==> config.mk <==
export PLATFORM = sky130hd
export DESIGN_NAME = vec_addr_gen
export DESIGN_NICKNAME = d
export VERILOG_FILES = /design/src/rtl/vag_pkg.sv /design/src/rtl/vag_incr.sv /design/src/rtl/vag_addr_acc.sv /design/src/rtl/vag_strip_ctl.sv /design/src/rtl/vec_addr_gen.sv
export SDC_FILE = /design/constraint.sdc
export NUM_CORES = 1
export LEC_CHECK = 0
export CORE_MARGIN = 1
export CORE_UTILIZATION = 55
export CTS_CLUSTER_SIZE = 10
export DETAILED_ROUTE_END_ITERATION = 8
export GPL_ROUTABILITY_DRIVEN = 0
export MAX_ROUTING_LAYER = met4
export PLACE_DENSITY = 0.81
export SLEW_MARGIN = 15
export SYNTH_ARGS = -nofsm -noshare
export SYNTH_HDL_FRONTEND = slang
export SYNTH_SLANG_ARGS = --single-unit
==> constraint.sdc <==
create_clock -name clk -period 8 [get_ports clk]
set_input_delay 1.6 -clock clk [delete_from_list [all_inputs] [get_ports clk]]
set_output_delay 1.6 -clock clk [all_outputs]
set_load 0.01 [all_outputs]
==> src/rtl/vag_pkg.sv <==
package vag_pkg;
  typedef enum logic [1:0] {
    ST_IDLE  = 2'd0,
    ST_ARM   = 2'd1,
    ST_ISSUE = 2'd2
  } vag_state_e;
endpackage

==> src/rtl/vag_incr.sv <==
// Registers the byte step: sign-extended element stride scaled by element size.
module vag_incr #(
  parameter int ADDR_W   = 32,
  parameter int STRIDE_W = 16,
  parameter int ESZ_W    = 2
) (
  input  logic                clk,
  input  logic                rst,
  input  logic                load,
  input  logic [STRIDE_W-1:0] stride,
  input  logic [ESZ_W-1:0]    esz,
  output logic [ADDR_W-1:0]   incr
);
  logic [ADDR_W-1:0] ext;

  generate
    if (STRIDE_W >= ADDR_W) begin : g_trunc
      assign ext = stride[ADDR_W-1:0];
    end else begin : g_sext
      assign ext = {{(ADDR_W-STRIDE_W){stride[STRIDE_W-1]}}, stride};
    end
  endgenerate

  always_ff @(posedge clk) begin
    if (rst)       incr <= '0;
    else if (load) incr <= ext << esz;
  end
endmodule

==> src/rtl/vag_addr_acc.sv <==
// Address accumulator: loads base, adds the step on every accepted address.
module vag_addr_acc #(
  parameter int ADDR_W = 32
) (
  input  logic              clk,
  input  logic              rst,
  input  logic              load,
  input  logic              step,
  input  logic [ADDR_W-1:0] base,
  input  logic [ADDR_W-1:0] incr,
  output logic [ADDR_W-1:0] addr
);
  always_ff @(posedge clk) begin
    if (rst)       addr <= '0;
    else if (load) addr <= base;
    else if (step) addr <= addr + incr;
  end
endmodule

==> src/rtl/vag_strip_ctl.sv <==
// Strip sequencer: remainder strip first, then full strips; handshake control.
module vag_strip_ctl
  import vag_pkg::*;
#(
  parameter int LEN_W = 16,
  parameter int MAXVL = 64,
  localparam int LOG  = $clog2(MAXVL),
  localparam int VL_W = LOG + 1
) (
  input  logic             clk,
  input  logic             rst,
  input  logic             start,
  input  logic [LEN_W-1:0] len,
  input  logic             ready,
  output logic             launch,
  output logic             fire,
  output logic             valid,
  output logic             strip_start,
  output logic [VL_W-1:0]  vl,
  output logic             done,
  output logic             busy
);
  vag_state_e       state;
  logic [LEN_W-1:0] rem;
  logic [VL_W-1:0]  cnt;
  logic [LEN_W-1:0] rem_next;

  function automatic logic [VL_W-1:0] strip_len(input logic [LEN_W-1:0] r);
    if (r[LOG-1:0] == '0) return VL_W'(MAXVL);
    else                  return {1'b0, r[LOG-1:0]};
  endfunction

  assign busy     = (state != ST_IDLE);
  assign launch   = start && (state == ST_IDLE);
  assign fire     = valid && ready;
  assign rem_next = rem - LEN_W'(1);

  always_ff @(posedge clk) begin
    if (rst) begin
      state       <= ST_IDLE;
      rem         <= '0;
      cnt         <= '0;
      vl          <= '0;
      valid       <= 1'b0;
      strip_start <= 1'b0;
      done        <= 1'b0;
    end else begin
      strip_start <= 1'b0;
      done        <= 1'b0;
      case (state)
        ST_IDLE: begin
          if (start) begin
            if (len == '0) begin
              done <= 1'b1;
            end else begin
              rem         <= len;
              vl          <= strip_len(len);
              cnt         <= strip_len(len);
              strip_start <= 1'b1;
              state       <= ST_ARM;
            end
          end
        end
        ST_ARM: begin
          valid <= 1'b1;
          state <= ST_ISSUE;
        end
        ST_ISSUE: begin
          if (fire) begin
            rem <= rem_next;
            cnt <= cnt - VL_W'(1);
            if (cnt == VL_W'(1)) begin
              valid <= 1'b0;
              if (rem == LEN_W'(1)) begin
                done  <= 1'b1;
                state <= ST_IDLE;
              end else begin
                vl          <= strip_len(rem_next);
                cnt         <= strip_len(rem_next);
                strip_start <= 1'b1;
                state       <= ST_ARM;
              end
            end
          end
        end
        default: state <= ST_IDLE;
      endcase
    end
  end


  sstart_then_valid_chk: assert property (@(posedge clk) disable iff (rst)
    strip_start |=> valid);

  sstart_no_valid_chk: assert property (@(posedge clk) disable iff (rst)
    strip_start |-> !valid && !done);

  vl_range_chk: assert property (@(posedge clk) disable iff (rst)
    strip_start |-> (vl != '0) && (vl <= VL_W'(MAXVL)));

  done_quiet_chk: assert property (@(posedge clk) disable iff (rst)
    done |-> !valid && !busy);
endmodule

==> src/rtl/vec_addr_gen.sv <==
module vec_addr_gen #(
  parameter int ADDR_W   = 32,
  parameter int STRIDE_W = 16,
  parameter int LEN_W    = 16,
  parameter int MAXVL    = 64,
  localparam int VL_W    = $clog2(MAXVL) + 1
) (
  input  logic                clk,
  input  logic                rst,
  input  logic                start,
  input  logic [ADDR_W-1:0]   base_addr,
  input  logic [STRIDE_W-1:0] stride,
  input  logic [1:0]          elem_size,
  input  logic [LEN_W-1:0]    total_len,
  output logic                busy,
  output logic                strip_start,
  output logic [VL_W-1:0]     vl_out,
  output logic                addr_valid,
  input  logic                addr_ready,
  output logic [ADDR_W-1:0]   addr_data,
  output logic                done
);
  logic              launch;
  logic              fire;
  logic [ADDR_W-1:0] incr;

  vag_strip_ctl #(.LEN_W(LEN_W), .MAXVL(MAXVL)) u_ctl (
    .clk(clk), .rst(rst), .start(start), .len(total_len), .ready(addr_ready),
    .launch(launch), .fire(fire), .valid(addr_valid), .strip_start(strip_start),
    .vl(vl_out), .done(done), .busy(busy)
  );

  vag_incr #(.ADDR_W(ADDR_W), .STRIDE_W(STRIDE_W), .ESZ_W(2)) u_incr (
    .clk(clk), .rst(rst), .load(launch), .stride(stride), .esz(elem_size),
    .incr(incr)
  );

  vag_addr_acc #(.ADDR_W(ADDR_W)) u_acc (
    .clk(clk), .rst(rst), .load(launch), .step(fire), .base(base_addr),
    .incr(incr), .addr(addr_data)
  );


  hold_under_stall_chk: assert property (@(posedge clk) disable iff (rst)
    addr_valid && !addr_ready |=> addr_valid && $stable(addr_data));
endmodule

==> impl_results.md <==
- Status: complete, no violations
- Drt wl/cell: 16.6 µm
- Bufs and invs on worst path: 1
- Most common cell after layout, fill and taps aside: nand2_1
- Post-CTS setup buffer count: 0
- LEAKAGE: around 0.0030 µW
- Clk slew on worst S/H paths: ~80 ps
- Share of cells above drive strength 1: ~6%
- Critical Path RT: 8220 ps
- Ant diodes: 0
- CTS tree: done
- Crit. End Element: flip-flop
- Worst Skew: about 6.2 ps
- Clock share of power: between 10% and 20%
- Post-DP HPWL: 12300 µm
- Cell count after placement: 1008
- RSZ-0062 raised after global routing: false
- First-pass GRT wire length: 27100 µm
- H-tree levels: 3
- Final period util: between 40% and 50%
- CP max-delay cell: or4_1
- GRT Util Overall: 30.3%
- Slowest cell delay on critical path: 530 ps
- Core area: between 0.01 and 0.015 mm²
- Mapped Area: 0.00615 mm²
- Tightest Hold Check Type: reg -> reg
- Area of the multi-input gates: 0.00418 mm²
- Final cell count without fillers: approximately 1000
- Via Count: ~6300
- Setup CP Type: in -> reg
- Post-CTS sizing: 0
- Layout net count: approximately 990
- Internal power: approximately 1300 µW
- Pwr/cell area: just over 300 mW/mm²
- Number of flops mapped to enable cells by yosys: 0
- Comb pwr share: a little under three fifths
- Hold Vio Cnt, Final: 0
- Final Max Slew Viols: 0
- Peak supply drop: around 0.00026 V
- Worst Path Arrival: 3960 ps
- Number of library cell types mapped by synthesis: 70
- Cell class contributing the biggest share of worst-path delay: simple AND/OR/NAND/NOR gates
- Least-Margin Pin Slew: 1050 ps
- Seq. cell area: around 0.0017 mm²
- Die X: between 100 and 150 µm
- Post-route setup TNS: 0 ps
- Crit path max fanout: 36
- # DRC: 0
- Die height: 108 µm
- Pin count of the biggest net entering global routing: 87
- Post-synthesis sequential area ratio: between 20% and 30%
- Switching pwr: ~1100 µW
- Io pins: approximately 110
- Initial DRT Pass Iterations: 5
- Main synth FF type: dfxtp_1
- Syn-to-layout area delta: 21.5%
- Avg Inst Size Synth: 7.69 µm²
- Post-Syn Nets: slightly above 900
- #FFs+latches synth: between 80 and 90
- Syn Inst Count: 800
- Final WL: 17000 µm
- Antenna Violating Nets Remaining: 0
- Final setup vio count: 0
- Cts-stage hold buffer count: 0
- Clock buffer depth: 2
- Root buffer cell: clkbuf_8
- Commonest non-fill, non-tap cells in the layout: nand2_1 (129), clkdlybuf4s50_1 (111), nor2_1 (96), dfxtp_1 (86), a21oi_1 (78)
- Fmax: around 270 MHz
- Clock sinks: between 80 and 90
- Initial Util: between 50% and 60%
- Most used cell, CP: nand2_1
- Sw frac: 45.6%
- 1st-iter DRT viols: 416
- Critical-path cell list: clkdlybuf4s50_1, or4_1, nor3_1, nand4_1, nand2_1, nand2_1, and2_2, a21oi_1, a211oi_1
- Min Tclk post-route: between 3000 and 4000 ps
- Initial antenna violation count: 0
- Filler instances: 950
- Total congestion overflow: 0
- Maxcap violations: 0
- Ys async rst share: 0%
- Drt via density: a little over 6
- Slew headroom: just under 30%
- Synth warn: 0
- Startpoint types: input port
- Port bufs: about 110
- Vias in the first global route: about 5700
- CTS buffer count: 9
- Sequential power share: 30.7%
- DIE AREA: between 0.01 and 0.015 mm²
- Worst-skew pair later-pin latency: about 380 ps
- Site Rows: 38
[registers in the layout, indices dropped and copies added (netlist names)]
name and count:
u_ctl.rem 16, u_ctl.cnt 7, u_ctl.strip_start 1, u_acc.addr 32, u_incr.incr 19, u_ctl.done 1
u_ctl.vl 7, u_ctl.state 2, u_ctl.valid 1
[layer usage]
metal	global-route usage, %	vias up	wire [µm]
met1	38.5	2948	7480
met4	11.4	0	324
met2	48.9	231	8130
li1	-	3061	-
met3	4.00	29	1030
met5	-	-	0
[path summary, 6_finish.rpt]
check                           slack, ps                    startpoint                          end  cells after the start
worst min-delay path                  470   u_incr.incr[9]$_SDFFE_PP0P_  u_incr.incr[9]$_SDFFE_PP0P_                      2
worst max-delay path                 4260                 total_len[13]    u_ctl.rem[8]$_SDFFE_PP0P_                      9
worst max register to register       4830  u_incr.incr[30]$_SDFFE_PP0P_  u_acc.addr[31]$_SDFFE_PP0P_                     10
worst min register to register        470   u_incr.incr[9]$_SDFFE_PP0P_  u_incr.incr[9]$_SDFFE_PP0P_                      2
[cells by family (layout without fill, tap and decap cells)]
logic type      count (synthesis)  in the layout  synth area share [%]
simple gates                  310            310                  22.3
compound gates                236            236                  26.3
flops                          86             86                  28.0
buf+inv                        65            149                  4.21
fa+ha+maj                      40             40                  8.25
xor+xnor                       34             34                  4.84
mux                            29             29                  6.16
[final cells by class]
| cell class | count | share of cell area [%] |
|---|---|---|
| Timing Repair Buffer | 118 | 15.5 |
| Multi-Input combinational cell | 649 | 55.9 |
| Clock inverter | 3 | 0.234 |
| Sequential cell | 86 | 23.0 |
| Inverter | 15 | 0.753 |
| Tap cell | 140 | 2.34 |
| Clock buffer | 13 | 2.26 |
[cells in the mapped netlist, types with 3 or more instances]
library cell  count  area (µm²)
a311oi_1         20         175
or4_1             3        22.5
nand4_1           7        43.8
nor3_1           16        80.1
a21o_1           13        97.6
ha_1             39         488
o211ai_1          8        60.1
nor4_1            3        18.8
xor2_1           19         166
nor2_1           96         360
a21oi_1          78         390
inv_1            14        52.6
or3_1             5        31.3
mux2i_1          21         210
a31oi_1           6        37.5
a22oi_1           6        45.0
a211oi_1         29         218
o21a_1            5        37.5
nand3_1          16        80.1
o21ai_0          29         145
o31ai_1           6        45.0
buf_2             6        30.0
dfxtp_1          86        1720
clkbuf_1         37         139
nor2b_1           5        31.3
nand2b_1          6        37.5
o22ai_1           5        31.3
o21bai_1          4        30.0
xnor2_1          15         131
or2_2             4        25.0
nand2_1         130         488
and2_1            4        25.0
mux4_2            7         158
nor4b_1           3        26.3
buf_1             6        22.5
[through the flow]
| step | utilization [%] | area, µm² | hold WS [ps] | worst slack, ps | power [µW] |
|---|---|---|---|---|---|
| 4_1_cts | 68.7 | 7480 | 467 | 4030 | 2310 |
| 3_5_place_dp | 67.0 | 7290 | 454 | 3680 | 2000 |
| 2_1_floorplan | - | 6150 | 436 | 4610 | 1610 |
| 5_1_grt | 68.7 | 7480 | 485 | 4100 | 2490 |
| 3_3_place_gp | 67.0 | 7290 | 446 | 3810 | 1950 |
| 6_report | 68.7 | 7480 | 467 | 4260 | 2330 |
[power groups by stage]
stage / registers (µW) / clock network, µW / logic, µW
after floorplan: 708 / 0 / 899
after global placement: 707 / 0 / 1240
after detailed placement: 716 / 0 / 1290
after CTS: 709 / 306 / 1300
after global routing: 728 / 321 / 1440
final: 714 / 305 / 1310
[worst min-delay path: cells and delay by family, from the launching register on]
kind / cells / cell delay, ps
flops: 1 / 320
simple gates: 1 / 50
compound gates: 1 / 50
(Power assumes the default switching activity.)
